**config.mk**
```make
export PLATFORM = sky130hd
export DESIGN_NAME = lcd_clkgen_top
export DESIGN_NICKNAME = d
export VERILOG_FILES = /design/src/rtl/lcd_clkgen_pkg.sv /design/src/rtl/lcd_pow2_prescaler.sv /design/src/rtl/lcd_phase_divider.sv /design/src/rtl/lcd_blink_divider.sv /design/src/rtl/lcd_irq_latch.sv /design/src/rtl/lcd_clkgen_top.sv
export SDC_FILE = /design/constraint.sdc
export NUM_CORES = 1
export LEC_CHECK = 0
export BUFFER_PORTS_ARGS = -buffer_cell sky130_fd_sc_hd__clkbuf_2
export CAP_MARGIN = 20
export CORE_MARGIN = 5
export CORE_UTILIZATION = 35
export CTS_BUF_LIST = sky130_fd_sc_hd__clkbuf_2
export CTS_CLUSTER_SIZE = 8
export DETAILED_ROUTE_END_ITERATION = 7
export SLEW_MARGIN = 20
export SYNTH_ARGS = -nofsm -noshare
export SYNTH_HDL_FRONTEND = slang
export SYNTH_SLANG_ARGS = --single-unit
```
**constraint.sdc**
```tcl
create_clock -name clk_i -period 6.6 [get_ports clk_i]
set_input_delay 1.32 -clock clk_i [delete_from_list [all_inputs] [get_ports clk_i]]
set_output_delay 1.32 -clock clk_i [all_outputs]
set_load 0.02 [all_outputs]
```
**src/rtl/lcd_clkgen_pkg.sv**
```systemverilog
package lcd_clkgen_pkg;
   // smallest phase divide factor
   localparam int DIV_BASE = 16;
   // frame pulses per blink half period at rate select 0
   localparam int BLINK_HALF_BASE = 4;
   // interrupt channels
   typedef enum int unsigned {
      IRQ_SOF = 0,
      IRQ_UDD = 1
   } irq_chan_e;
   localparam int IRQ_N = 2;
endpackage

```
**src/rtl/lcd_pow2_prescaler.sv**
```systemverilog
module lcd_pow2_prescaler #(
   parameter int SHIFT_W = 4
) (
   input  logic               clk_i,
   input  logic               rst_ni,
   input  logic [SHIFT_W-1:0] shift_i,
   output logic               tick_o,
   output logic               restart_o
);
   localparam int SHIFT_MAX = (1 << SHIFT_W) - 1;
   localparam int CNT_W     = (SHIFT_MAX < 1) ? 1 : SHIFT_MAX;

   if (SHIFT_W < 1 || SHIFT_W > 5) begin : g_bad_width
      $error("lcd_pow2_prescaler: SHIFT_W must be 1..5");
   end

   logic [SHIFT_W-1:0] shift_q;
   logic [CNT_W-1:0]   cnt_q;
   logic [CNT_W:0]     lim;

   always_comb begin
      lim       = ((CNT_W+1)'(1) << shift_q) - (CNT_W+1)'(1);
      restart_o = (shift_i != shift_q);
      tick_o    = rst_ni && !restart_o && (cnt_q == lim[CNT_W-1:0]);
   end

   always_ff @(posedge clk_i or negedge rst_ni) begin
      if (!rst_ni) begin
         shift_q <= '0;
         cnt_q   <= '0;
      end else begin
         shift_q <= shift_i;
         if (restart_o || tick_o) cnt_q <= '0;
         else                     cnt_q <= cnt_q + 1'b1;
      end
   end
endmodule

```
**src/rtl/lcd_phase_divider.sv**
```systemverilog
module lcd_phase_divider #(
   parameter int SEL_W = 4,
   parameter int BASE  = 16
) (
   input  logic             clk_i,
   input  logic             rst_ni,
   input  logic             step_i,
   input  logic             flush_i,
   input  logic [SEL_W-1:0] sel_i,
   output logic             tick_o
);
   localparam int TOP   = BASE + (1 << SEL_W) - 1;
   localparam int CNT_W = $clog2(TOP);

   if (BASE < 2 || SEL_W < 1 || SEL_W > 8) begin : g_bad_cfg
      $error("lcd_phase_divider: BASE >= 2 and SEL_W in 1..8 required");
   end

   logic [SEL_W-1:0] sel_q;
   logic [CNT_W-1:0] cnt_q;
   logic [CNT_W-1:0] target;
   logic             restart;

   always_comb begin
      target  = CNT_W'(BASE - 1) + CNT_W'(sel_q);
      restart = flush_i || (sel_i != sel_q);
      tick_o  = step_i && !restart && (cnt_q == target);
   end

   always_ff @(posedge clk_i or negedge rst_ni) begin
      if (!rst_ni) begin
         sel_q <= '0;
         cnt_q <= '0;
      end else begin
         sel_q <= sel_i;
         if (restart)     cnt_q <= '0;
         else if (step_i) cnt_q <= tick_o ? '0 : cnt_q + 1'b1;
      end
   end
endmodule

```
**src/rtl/lcd_blink_divider.sv**
```systemverilog
module lcd_blink_divider #(
   parameter int SEL_W     = 3,
   parameter int HALF_BASE = 4
) (
   input  logic             clk_i,
   input  logic             rst_ni,
   input  logic             frame_i,
   input  logic [SEL_W-1:0] sel_i,
   output logic             blink_o
);
   localparam int MAX_HALF = HALF_BASE << ((1 << SEL_W) - 1);
   localparam int CNT_W    = (MAX_HALF < 2) ? 1 : $clog2(MAX_HALF);

   if (HALF_BASE < 1 || SEL_W < 1 || SEL_W > 4) begin : g_bad_cfg
      $error("lcd_blink_divider: HALF_BASE >= 1 and SEL_W in 1..4 required");
   end

   logic [SEL_W-1:0] sel_q;
   logic [CNT_W-1:0] cnt_q;
   logic [CNT_W:0]   lim;
   logic             restart, hit;

   always_comb begin
      lim     = ((CNT_W+1)'(HALF_BASE) << sel_q) - (CNT_W+1)'(1);
      restart = (sel_i != sel_q);
      hit     = frame_i && !restart && (cnt_q == lim[CNT_W-1:0]);
   end

   always_ff @(posedge clk_i or negedge rst_ni) begin
      if (!rst_ni) begin
         sel_q   <= '0;
         cnt_q   <= '0;
         blink_o <= 1'b0;
      end else begin
         sel_q <= sel_i;
         if (restart) begin
            cnt_q <= '0;
         end else if (hit) begin
            cnt_q   <= '0;
            blink_o <= ~blink_o;
         end else if (frame_i) begin
            cnt_q <= cnt_q + 1'b1;
         end
      end
   end
endmodule

```
**src/rtl/lcd_irq_latch.sv**
```systemverilog
module lcd_irq_latch (
   input  logic clk_i,
   input  logic rst_ni,
   input  logic set_i,
   input  logic en_i,
   input  logic clr_i,
   output logic flag_o
);
   always_ff @(posedge clk_i or negedge rst_ni) begin
      if (!rst_ni)              flag_o <= 1'b0;
      else if (clr_i)           flag_o <= 1'b0;
      else if (set_i && en_i)   flag_o <= 1'b1;
   end
endmodule

```
**src/rtl/lcd_clkgen_top.sv**
```systemverilog
module lcd_clkgen_top
   import lcd_clkgen_pkg::*;
#(
   parameter int PS_W         = 4,
   parameter int DIV_W        = 4,
   parameter int BLINK_W      = 3,
   parameter bit BLINK_ENABLE = 1'b1
) (
   input  logic               clk_i,
   input  logic               rst_ni,
   input  logic [PS_W-1:0]    ps_i,
   input  logic [DIV_W-1:0]   div_i,
   input  logic [BLINK_W-1:0] blinkf_i,
   input  logic               sof_ie_i,
   input  logic               udd_ie_i,
   input  logic               frame_start_i,
   input  logic               update_done_i,
   input  logic               sof_clr_i,
   input  logic               udd_clr_i,
   output logic               ps_tick_o,
   output logic               div_tick_o,
   output logic               blink_o,
   output logic               sof_irq_o,
   output logic               udd_irq_o
);
   logic ps_restart;

   lcd_pow2_prescaler #(.SHIFT_W(PS_W)) u_pre (
      .clk_i     (clk_i),
      .rst_ni    (rst_ni),
      .shift_i   (ps_i),
      .tick_o    (ps_tick_o),
      .restart_o (ps_restart)
   );

   lcd_phase_divider #(.SEL_W(DIV_W), .BASE(DIV_BASE)) u_div (
      .clk_i   (clk_i),
      .rst_ni  (rst_ni),
      .step_i  (ps_tick_o),
      .flush_i (ps_restart),
      .sel_i   (div_i),
      .tick_o  (div_tick_o)
   );

   if (BLINK_ENABLE) begin : g_blink
      lcd_blink_divider #(.SEL_W(BLINK_W), .HALF_BASE(BLINK_HALF_BASE)) u_blink (
         .clk_i   (clk_i),
         .rst_ni  (rst_ni),
         .frame_i (frame_start_i),
         .sel_i   (blinkf_i),
         .blink_o (blink_o)
      );
   end else begin : g_no_blink
      assign blink_o = 1'b0;
   end

   logic [IRQ_N-1:0] irq_set, irq_en, irq_clr, irq_flag;

   assign irq_set[IRQ_SOF] = frame_start_i;
   assign irq_en [IRQ_SOF] = sof_ie_i;
   assign irq_clr[IRQ_SOF] = sof_clr_i;
   assign irq_set[IRQ_UDD] = update_done_i;
   assign irq_en [IRQ_UDD] = udd_ie_i;
   assign irq_clr[IRQ_UDD] = udd_clr_i;

   for (genvar g = 0; g < IRQ_N; g++) begin : g_irq
      lcd_irq_latch u_flag (
         .clk_i  (clk_i),
         .rst_ni (rst_ni),
         .set_i  (irq_set[g]),
         .en_i   (irq_en[g]),
         .clr_i  (irq_clr[g]),
         .flag_o (irq_flag[g])
      );
   end

   assign sof_irq_o = irq_flag[IRQ_SOF];
   assign udd_irq_o = irq_flag[IRQ_UDD];
endmodule

```
After elaboration in Yosys (flattened, before gate mapping)
Index checks and enable logic that the tools add are counted.
{"block": "totals", "register_bits": 43, "latch_bits": 0, "ramBits": 0, "rom_bits": 0, "inputBits": 19, "out_inout_bits": 5, "elab_cells": 54, "n_memories": 0}
{"block": "op_classes", "n_addsub": 6, "n_mul": 0, "n_div": 0, "magnitude_cmp": 0, "eq_ne": 6, "shift": 2, "mux": 11, "bitwise_logic": 2, "n_reduce_logical": 18}
{"operator": "$mux 9", "count": 3}
{"operator": "$add 15x1->15 const B", "count": 1}
{"operator": "$eq 15x15->1", "count": 1}
{"operator": "$mux 15", "count": 1}
{"operator": "$mux 5", "count": 3}
{"operator": "$shl 1x4->15 const A", "count": 1}
{"operator": "$sub 15x2->15 const B", "count": 1}
{"operator": "$add 9x1->9 const B", "count": 1}
{"operator": "$eq 9x9->1", "count": 1}
{"operator": "$shl 3x3->9 const A", "count": 1}
{"operator": "$sub 9x2->9 const B", "count": 1}
{"operator": "$logic_and 1x1->1", "count": 8}
{"operator": "$ne 4x4->1", "count": 2}
{"operator": "$reduce_bool 2->1", "count": 3}
{"operator": "$add 4x4->5 const A", "count": 1}
{"operator": "$add 5x1->5 const B", "count": 1}
{"operator": "$eq 5x5->1", "count": 1}
{"operator": "$mux 1", "count": 4}
{"operator": "$logic_not 1->1", "count": 3}
{"operator": "$ne 3x3->1", "count": 1}
{"operator": "$reduce_bool 3->1", "count": 1}
{"operator": "$logic_or 1x1->1", "count": 2}
{"operator": "$not 1->1", "count": 2}
{"operator": "$reduce_and 2->1", "count": 1}

Logic depth before layout (Yosys ltp)
Gate-level depths: netlist of the first run.
{"block": "logic_depth", "word_depth": 9, "ltp_mapped": 15, "depth_no_buf": 10}

By module
A second synthesis of the first run with hierarchy kept.
{"block": "unflattened", "cells_unflattened": 333, "hier_area_um2": 3076.7}
{"module": "lcd_pow2_prescaler", "instances": 1, "cells_each": 174, "area_each_um2": 1556.5, "seq_area_each_um2": 475.5}
{"module": "lcd_blink_divider", "instances": 1, "cells_each": 99, "area_each_um2": 893.4, "seq_area_each_um2": 325.3}
{"module": "lcd_phase_divider", "instances": 1, "cells_each": 54, "area_each_um2": 559.3, "seq_area_each_um2": 225.2}
{"module": "lcd_irq_latch", "instances": 2, "cells_each": 3, "area_each_um2": 33.8, "seq_area_each_um2": 25.0}

Worst setup path before layout of the first run
Ideal clock, no wire load.
{"block": "synth_path", "path_type": "register to output", "from": "reg u_pre.shift_q[2]", "to": "out div_tick_o", "arrival_time_ns": 3.102, "t_required_ns": 5.280, "setup_slack_ns": 2.178, "stages_incl_launch_ff": 13, "n_path_buf": 3, "path_cell_list": "dfrtp_1 -> buf_6 -> buf_6 -> nor4_1 -> inv_1 -> ha_1 -> clkbuf_1 -> nand2_1 -> nand2_1 -> a221o_1 -> a2111oi_4 -> nand4_1 -> nor3_1"}
{"block": "synth_between", "elab_chain_cells": 6, "word_cells_on_any_way": 11, "cone_classes": "add/sub: 1; eq/ne: 2; shift: 1; reduce/logical: 7"}
{"element": "start: declaration", "line_no": "lcd_pow2_prescaler.sv:17", "text": "logic [SHIFT_W-1:0] shift_q;"}
{"element": "start signal: assignment", "line_no": "lcd_pow2_prescaler.sv:32", "text": "shift_q <= shift_i;"}
{"element": "$shl 1x4->15 / $ne 4x4->1 (equally long branches)", "line_no": "lcd_pow2_prescaler.sv:22, lcd_pow2_prescaler.sv:23"}
{"element": "$sub 15x2->15 / $logic_not 1->1 (equally long branches)", "line_no": "lcd_pow2_prescaler.sv:22, lcd_pow2_prescaler.sv:24"}
{"element": "$eq 15x15->1 / $logic_and 1x1->1 (equally long branches)", "line_no": "lcd_pow2_prescaler.sv:24", "text": "tick_o = rst_ni && !restart_o && (cnt_q == lim[CNT_W-1:0]);"}
{"element": "$logic_and 1x1->1", "line_no": "lcd_pow2_prescaler.sv:24"}
{"element": "$logic_and 1x1->1 * (2 in a row)", "line_no": "lcd_phase_divider.sv:27", "text": "tick_o = step_i && !restart && (cnt_q == target);"}
{"element": "end: declaration", "line_no": "lcd_clkgen_top.sv:21", "text": "output logic div_tick_o,"}
Every way passes the cells marked *; elsewhere a longest branch is shown, timed or not.

Worst setup path in the final report of the first run
{"block": "layout_path", "from": "reg u_pre.shift_q[3]", "to": "out div_tick_o"}
Same word-level chain as after synthesis.

==> flow_summary.yaml, run 1 <==
global_routing:
  met3_usage: 0.02389
  grt_use_total: 0.1241
  antenna_found_initial: 0
  grt_busiest_layer: "met2"
  grt_pass1_wl_um: 10670
  grt_max_degree: 45
  grt_pass1_vias: 2376
  grt-ovfl-total: 0
  grt_util_met1: 0.1644
  met2_usage: 0.2079
power_and_ir_drop:
  p_leak_nw: 1.323
  p_total_mw: 0.4637
  pwr_density_cell_nw_per_um2: 145.7
  ir_worst_vdd_mv: 0.08361
sta:
  grt_setup_unrepaired: "no"
  clock_skew_ns: 0.02070
  setup_tns_ns: 0
  finalSetupViolations: 0
  fin_ws_ns: 1.161
  hold_viol: 0
  post-route-period-util: 0.8242
  clock.fmax_mhz: 183.8
  timing_worst_slew_pin_value_ns: 0.8524
  max_slew_margin: 0.4317
  drv_slew: 0
  fin_crit_ns: 5.439
clock_network:
  clock_path_buffers: 2
  clkLatencyLatePin_ns: 0.41
  postCtsSetupRepairBufs: 0
  cts_hold_buffers: 0
  cts_buffers: 5
  clock_sinks: 43
  cts-root-buf: "clkbuf_2"
  clk_pin_slew_worst_paths_ns: 0.21
  htreeDepth: 2
  cts_tree: "done"
  post_cts_resized: 0
routing:
  ant_nets: 0
  drcViolationCount: 0
  via_per_inst: 5.285
  wl_per_cell_um: 13.26
  wirelength_um: 6088
  dr.first_iter.drc_count: 127
  vias: 2426
  dr.pass1.iters: 4
logic_synthesis:
  syn_area_per_cell_um2: 8.766
  synth_flop_cell: "dfrtp_1"
  syn_area_um2: 2980
  synth_edf_count: 0
  ys_ff_latch: 43
  ys_warn_count: 0
  yosys.area.top_type: "dfrtp_1"
  synthTopCellsByArea: "dfrtp_1 36%, xor2_1 6.8%, xnor2_1 5.6%"
  synthDominantCellAreaShare: 0.3610
  ys_async_sr_fraction: 1.000
  synthDistinctLibCells: 58
  syn_inst: 340
  synth_nets: 365
  seq_area_frac_synth: 0.3610
layout:
  nNetsFinal: 378
  fillers: 863
  final_cell_mix: "43 x dfrtp_1, 30 x nor2_1, 29 x clkbuf_2, 23 x nand2_1, 23 x xor2_1"
  seq_area_um2: 1076
  layout_commonest_cell: "dfrtp_1"
  drive_above_1_share: 0.1215
  multiInputGateArea_um2: 1739
  n_antenna_cell: 0
  syn_to_final_growth_pct: 6.801
critical_path:
  critPathCaptureType: "primary output"
  cp_data_arrival_time_ns: 4.12
  critPathMaxStageDelay_ns: 0.95
  worst-setup-path-type: "flip-flop to primary output"
  path_max_fanout: 30
  cpMaxStageDelayCell: "dfrtp_1"
  cp_cell_sequence: "nor2_1 > nand3b_1 > ha_1 > or3b_1 > a211o_1 > o221a_2 > a2111oi_4 > nand4_1 > nor3_1 > clkbuf_2"
  start_kind: "flip-flop"
  required_ns: 5.28
floorplan:
  core_area_um2: 8258
  die_w_um: 102.3
  die_h_um: 102.3
  start_util: 0.3609
  rows: 33
  die_area_um2: 10460
  io_pins: 24
placed_design:
  port_buffers: 23
  dp_hpwl_um: 4283
  pre_cts_slack_ns: 1.644
  finalWeightedCongestion: 0.7329
worst_hold_path:
  hp-class: "flip-flop to flip-flop"
status:
  status: "finished, final reports clean"
job:
  maxCapViolations: 0
==> synthesized netlist by cell type (all sizes together), types with 3 or more instances <==
cell type / number
nor4: 8
nand3: 17
nor3b: 3
nand4: 4
a21o: 3
o21bai: 5
o21ai: 19
or4: 3
inv: 13
nand2b: 6
xor2: 23
nor2b: 6
nand2: 23
a211o: 4
buf: 5
or3: 4
and4: 3
xnor2: 19
dfrtp: 43
nor3: 15
nor2: 30
a21oi: 20
ha: 6
and3: 8
clkbuf: 16
==> registers in the layout (all words and copies together) (netlist names) <==
signal                   flops
g_blink.u_blink.cnt_q        9
g_blink.u_blink.sel_q        3
u_div.cnt_q                  5
u_pre.shift_q                4
u_div.sel_q                  4
g_irq.u_flag.flag_o          2
g_blink.u_blink.blink_o      1
u_pre.cnt_q                 15
==> path summary, 6_finish.rpt <==
path                                          from                 endpoint  slack [ns]  cells past startpoint
max in group asynchronous                   rst_ni         u_pre.shift_q[1]        5.25                      2
setup reg to reg                  u_pre.shift_q[3]           u_div.cnt_q[2]        2.55                     10
hold reg to reg            g_blink.u_blink.blink_o  g_blink.u_blink.blink_o        0.50                      1
hold / removal             g_blink.u_blink.blink_o  g_blink.u_blink.blink_o        0.50                      1
min in group asynchronous                   rst_ni          u_pre.cnt_q[13]        0.95                      2
setup / recovery                  u_pre.shift_q[3]               div_tick_o        1.16                     10
==> stage by stage <==
stage | std cells | util | hold WS (ns) | instance area (µm²)
after detailed placement | 451 | 0.3803 | 0.4608 | 3141
after floorplan | 340 | - | 0.4684 | 2980
after CTS | 459 | 0.3855 | 0.4978 | 3183
after global routing | 459 | 0.3855 | 0.5244 | 3183
final | 459 | 0.3855 | 0.4974 | 3183
after global placement | 451 | 0.3803 | 0.4540 | 3141
==> critical path, delay by kind of cell, from the launching register on <==
| family | cells | cell delay [ns] |
|---|---|---|
| adder cells (fa/ha/maj) | 1 | 0.66 |
| AND/OR/NAND/NOR | 5 | 1.18 |
| buffers and inverters | 1 | 0.20 |
| flip-flops | 1 | 0.95 |
| AO/OA/AOI/OAI | 3 | 0.73 |
==> per-layer routing <==
layer	share of wire	vias to the layer above
met1	0.49	1137
li1	-	1240
met3	0.037	11
met4	0.010	0
met5	0	-
met2	0.47	38
==> kinds of logic (layout without fill, tap and decap cells) <==
family | Yosys count | after routing | share of synthesized area
AO/OA/AOI/OAI | 74 | 74 | 0.1700
XOR/XNOR | 42 | 42 | 0.1234
AND/OR/NAND/NOR | 141 | 141 | 0.2649
adder cells (fa/ha/maj) | 6 | 6 | 0.02519
flip-flops | 43 | 43 | 0.3610
buffers and inverters | 34 | 48 | 0.05542
==> area by class of cell <==
cell class | count | share of cell area
Multi-Input combinational cell | 263 | 0.5464
Sequential cell | 43 | 0.3380
Timing Repair Buffer | 27 | 0.04560
Tap cell | 105 | 0.04127
Inverter | 13 | 0.01533
Clock buffer | 6 | 0.009434
Clock inverter | 2 | 0.003931
==> report_power, final <==
group	internal (mW)	switching, mW	leakage (nW)
combinational	0.0286	0.0370	0.721
clock	0.0270	0.0880	0.0290
sequential	0.269	0.0143	0.573
total	0.324	0.139	1.32
Note: power is estimated with default switching activity, not from simulation.
==> inputs of run 2 (changes only) <==
Clock period 6.6 ns to 4.9 ns, I/O delays scaled along.
==> flow_summary.yaml, run 2 (same netlist as run 1, synthesis figures left out) <==
status:
  status: "finished, final reports clean"
sta:
  clock_skew_ns: 0.009749
  post-route-period-util: 0.9329
  max_slew_margin: 0.6422
  grt_setup_unrepaired: "no"
  setup_tns_ns: 0
  drv_slew: 0
  clock.fmax_mhz: 218.8
  timing_worst_slew_pin_value_ns: 0.5366
  fin_crit_ns: 4.571
  finalSetupViolations: 0
  hold_viol: 0
  hold-worst-slack_ns: 0.4820
critical_path:
  crit_end: "div_tick_o"
  critPathCaptureType: "primary output"
  path_max_fanout: 25
  worst_r2r_path_depth: 10
  start_kind: "flip-flop"
  r2r_slack_ns: 1.39
  r2r-end: "u_div.cnt_q[4]"
  cp_data_arrival_time_ns: 3.59
  worst-setup-path-type: "flip-flop to primary output"
  timing.critical_path.from: "u_pre.shift_q[3]"
  r2r-start: "u_pre.shift_q[3]"
  required_ns: 3.92
placed_design:
  dp_hpwl_um: 4597
  port_buffers: 23
  place_inst: 455
  place_area_um2: 3171
  finalWeightedCongestion: 0.7753
global_routing:
  antenna_found_initial: 0
  grt-ovfl-total: 0
  grt_max_degree: 44
  grt_pass1_wl_um: 11020
  grt_pass1_vias: 2343
  grt_use_total: 0.1283
layout:
  seq_area_um2: 1076
  fillers: 822
  layout_commonest_cell: "dfrtp_1"
  largest_reg_flops: 15
  n_antenna_cell: 0
  utilization: 0.3952
  drive_above_1_share: 0.1341
  reg_top3: "u_pre.cnt_q (15), g_blink.u_blink.cnt_q (9), u_div.cnt_q (5)"
  final_cell_mix: "43 x dfrtp_1, 30 x nor2_1, 29 x clkbuf_2, 23 x nand2_1, 23 x xor2_1"
  stdcell_count: 463
  postLayoutCellArea_um2: 3263
  regMostFlops: "u_pre.cnt_q"
  multiInputGateArea_um2: 1742
  syn_to_final_growth_pct: 9.488
  nNetsFinal: 382
routing:
  drcViolationCount: 0
  wl_per_cell_um: 13.73
  via_per_inst: 5.263
  wl_met1_um: 3063
  ant_nets: 0
  vias: 2437
  dr.pass1.iters: 4
  topRoutingLayerUsed: "met4"
  wl_met3_um: 200
  wl_met2_um: 3062
  wirelength_um: 6355
  dr.first_iter.drc_count: 106
worst_hold_path:
  hp-class: "flip-flop to flip-flop"
power_and_ir_drop:
  ir_worst_vdd_mv: 0.1286
  pwr_density_cell_nw_per_um2: 223.2
  p_leak_nw: 1.365
clock_network:
  clkLatencyLatePin_ns: 0.41
  htreeDepth: 2
  postCtsSetupRepairBufs: 0
  clock_path_buffers: 2
  cts_buffers: 5
  cts-root-buf: "clkbuf_2"
  clock_sinks: 43
  cts_tree: "done"
  clk_pin_slew_worst_paths_ns: 0.21
job:
  maxCapViolations: 0
floorplan:
  start_util: 0.3609
  die_area_um2: 10460
  io_pins: 24
  rows: 33
  die_h_um: 102.3
  core_area_um2: 8258
  die_w_um: 102.3
run 2: timing repair:
action | CTS | global route
setup endpoints to repair | 0 | 1
hold buffers | 0 | 0
gates resized for setup | 0 | 1
run 2: worst max-delay path, cell delays in order (launching register included):
cell and delay, ns:
dfrtp_1 0.56, nor4_1 0.41, inv_1 0.10, ha_2 0.35, or4_1 0.46, a21oi_1 0.17, a31oi_1 0.08, a2111oi_4 0.45
nand4_1 0.18, nor3_1 0.23, clkbuf_2 0.20
run 2: how the worst min path moves through the flow:
stage,cells past startpoint,start,to
after detailed placement,1,g_blink.u_blink.blink_o,g_blink.u_blink.blink_o
after global placement,1,g_blink.u_blink.blink_o,g_blink.u_blink.blink_o
after global routing,1,g_blink.u_blink.blink_o,g_blink.u_blink.blink_o
final,1,g_blink.u_blink.blink_o,g_blink.u_blink.blink_o
after CTS,1,g_blink.u_blink.blink_o,g_blink.u_blink.blink_o
after floorplan,2,g_blink.u_blink.cnt_q[1],g_blink.u_blink.cnt_q[1]
run 2: metal layers:
layer  track usage  up-vias
met4       0.03330        0
met3       0.02184        5
met1        0.1791     1151
met2        0.2064       31
met5             0        -
li1              -     1250
run 2: report_power, final:
group          switching, mW  leakage (nW)  internal, mW
clock network          0.115        0.0532         0.140
registers            0.00951         0.573         0.362
logic                 0.0606         0.739        0.0409
total                  0.186          1.37         0.543
run 2: area by class of cell:
class                           instances  area share
Multi-Input combinational cell        263      0.5337
Timing Repair Buffer                   31     0.05368
Clock buffer                            6    0.009202
Tap cell                              105     0.04026
Inverter                               13     0.01495
Clock inverter                          2     0.01840
Sequential cell                        43      0.3298
run 2: stage by stage:
stage	power (mW)	setup slack, ns
floorplan	0.4497	0.8178
global placement	0.4776	0.7391
detailed placement	0.4806	0.5864
CTS	0.7431	0.07498
global route	0.7703	0.03989
finish	0.7282	0.3287
==> inputs of run 3 (changes only) <==
Settings changed: BUFFER_PORTS_ARGS -buffer_cell sky130_fd_sc_hd__clkbuf_2 to not set, DONT_BUFFER_PORTS set to 1.
==> flow_summary.yaml, run 3 (same netlist as run 1, synthesis figures left out) <==
critical_path:
  worst-setup-path-type: "flip-flop to primary output"
  cp_common_cell: "buf_4"
  start_kind: "flip-flop"
  critPathMaxStageDelay_ns: 0.49
  cp_data_arrival_time_ns: 3.59
  path_max_fanout: 29
  cpMaxStageDelayCell: "ha_1"
  cp_cell_sequence: "buf_4 > nor2_1 > nand3b_1 > ha_1 > or3b_1 > a211o_1 > o221a_2 > a2111oi_4 > nand4_1 > nor3_1 > buf_4"
  required_ns: 3.92
  critPathCaptureType: "primary output"
layout:
  reg_top3: "u_pre.cnt_q (15), g_blink.u_blink.cnt_q (9), u_div.cnt_q (5)"
  nNetsFinal: 360
  largest_reg_flops: 15
  drive_above_1_share: 0.07738
  fillers: 855
  layout_commonest_cell: "dfrtp_1"
  seq_area_um2: 1076
  postLayoutCellArea_um2: 3118
  n_antenna_cell: 0
  stdcell_count: 441
  syn_to_final_growth_pct: 4.618
  final_cell_mix: "43 x dfrtp_1, 30 x nor2_1, 23 x nand2_1, 23 x xor2_1, 20 x a21oi_1"
  multiInputGateArea_um2: 1745
  utilization: 0.3776
  regMostFlops: "u_pre.cnt_q"
routing:
  dr.first_iter.drc_count: 72
  wl_per_cell_um: 14.07
  ant_nets: 0
  dr.pass1.iters: 4
  drcViolationCount: 0
  via_per_inst: 5.340
  vias: 2355
  wirelength_um: 6204
placed_design:
  dp_hpwl_um: 4380
  finalWeightedCongestion: 0.8028
  place_area_um2: 3063
  port_buffers: 0
  place_inst: 433
  pre_cts_slack_ns: 0.8427
clock_network:
  cts-root-buf: "clkbuf_2"
  clock_path_buffers: 2
  htreeDepth: 2
  clk_pin_slew_worst_paths_ns: 0.25
  clkLatencyLatePin_ns: 0.42
  cts_tree: "done"
  postCtsSetupRepairBufs: 0
  cts_buffers: 5
  clock_sinks: 43
sta:
  max_slew_margin: 0.6489
  post-route-period-util: 0.9324
  fin_ws_ns: 0.3313
  drv_slew: 0
  fin_crit_ns: 4.569
  setup_tns_ns: 0
  hold-worst-slack_ns: 0.2050
  clock_skew_ns: 0.02894
  hold_viol: 0
  finalSetupViolations: 0
  grt_setup_unrepaired: "no"
  clock.fmax_mhz: 218.9
  timing_worst_slew_pin_value_ns: 0.5266
power_and_ir_drop:
  p_leak_nw: 1.247
  switching_power_mw: 0.1823
  pwr-share-seq: 0.605
  pwr_density_cell_nw_per_um2: 197.6
  combPwrFrac: 0.135
  internal_power_mw: 0.4339
  switching_share: 0.2958
  ir_worst_vdd_mv: 0.1025
  p_total_mw: 0.6161
  clkPwrFrac: 0.260
worst_hold_path:
  hp-class: "input port to async pin"
floorplan:
  die_w_um: 102.3
  start_util: 0.3609
  rows: 33
  core_area_um2: 8258
  die_area_um2: 10460
  io_pins: 24
  die_h_um: 102.3
status:
  status: "finished, final reports clean"
global_routing:
  grt_pass1_wl_um: 10430
  grt-ovfl-total: 0
  antenna_found_initial: 0
  grt_max_degree: 45
  grt_use_total: 0.1237
  grt_pass1_vias: 2256
job:
  maxCapViolations: 0
[run 3: path summary, 6_finish.rpt]
kind                                                  to                startpoint  depth (start not counted)  slack, ns
worst max-delay path                          div_tick_o          u_pre.shift_q[3]                         11       0.33
worst min-delay path                      u_div.cnt_q[2]                    rst_ni                          0       0.21
worst max register to register            u_div.cnt_q[2]          u_pre.shift_q[3]                         11       1.39
worst min register to register  g_blink.u_blink.cnt_q[0]  g_blink.u_blink.cnt_q[0]                          1       0.54
max in group asynchronous                 u_div.sel_q[1]                    rst_ni                          0       4.58
min in group clk_i              g_blink.u_blink.cnt_q[0]  g_blink.u_blink.cnt_q[0]                          1       0.54
[run 3: cell type report]
type,instances,share of cell area
Multi-Input combinational cell,263,0.5598
Tap cell,105,0.04213
Clock buffer,5,0.008026
Sequential cell,43,0.3451
Timing Repair Buffer,9,0.02167
Clock inverter,3,0.007624
Inverter,13,0.01565
[run 3: power by group through the flow]
stage / Combinational [mW] / Clock (mW) / Sequential [mW]
floorplan: 0.0748 / 0 / 0.375
CTS: 0.0837 / 0.176 / 0.373
finish: 0.0831 / 0.160 / 0.373
global placement: 0.0806 / 0 / 0.379
global route: 0.0937 / 0.189 / 0.375
detailed placement: 0.0833 / 0 / 0.379
[run 3: repair_timing]
item                       4_1_cts  5_1_grt
setup endpoints to repair        0        1
hold buffers                     0        0
resized for setup                0        1
[run 3: critical path, delay by kind of cell (launching register included)]
kind | cells | cell delay (ns)
AND/OR/NAND/NOR | 5 | 1.06
adder cells (fa/ha/maj) | 1 | 0.49
AO/OA/AOI/OAI | 3 | 0.71
flip-flops | 1 | 0.43
buffers and inverters | 2 | 0.47
[run 3: routing by layer]
metal | part of all wire | track usage | routed length [µm]
met1 | 0.48 | 0.1667 | 2970
met2 | 0.48 | 0.2029 | 2954
met3 | 0.037 | 0.02184 | 231
met4 | 0.0077 | 0.03734 | 48
met5 | 0 | 0 | 0
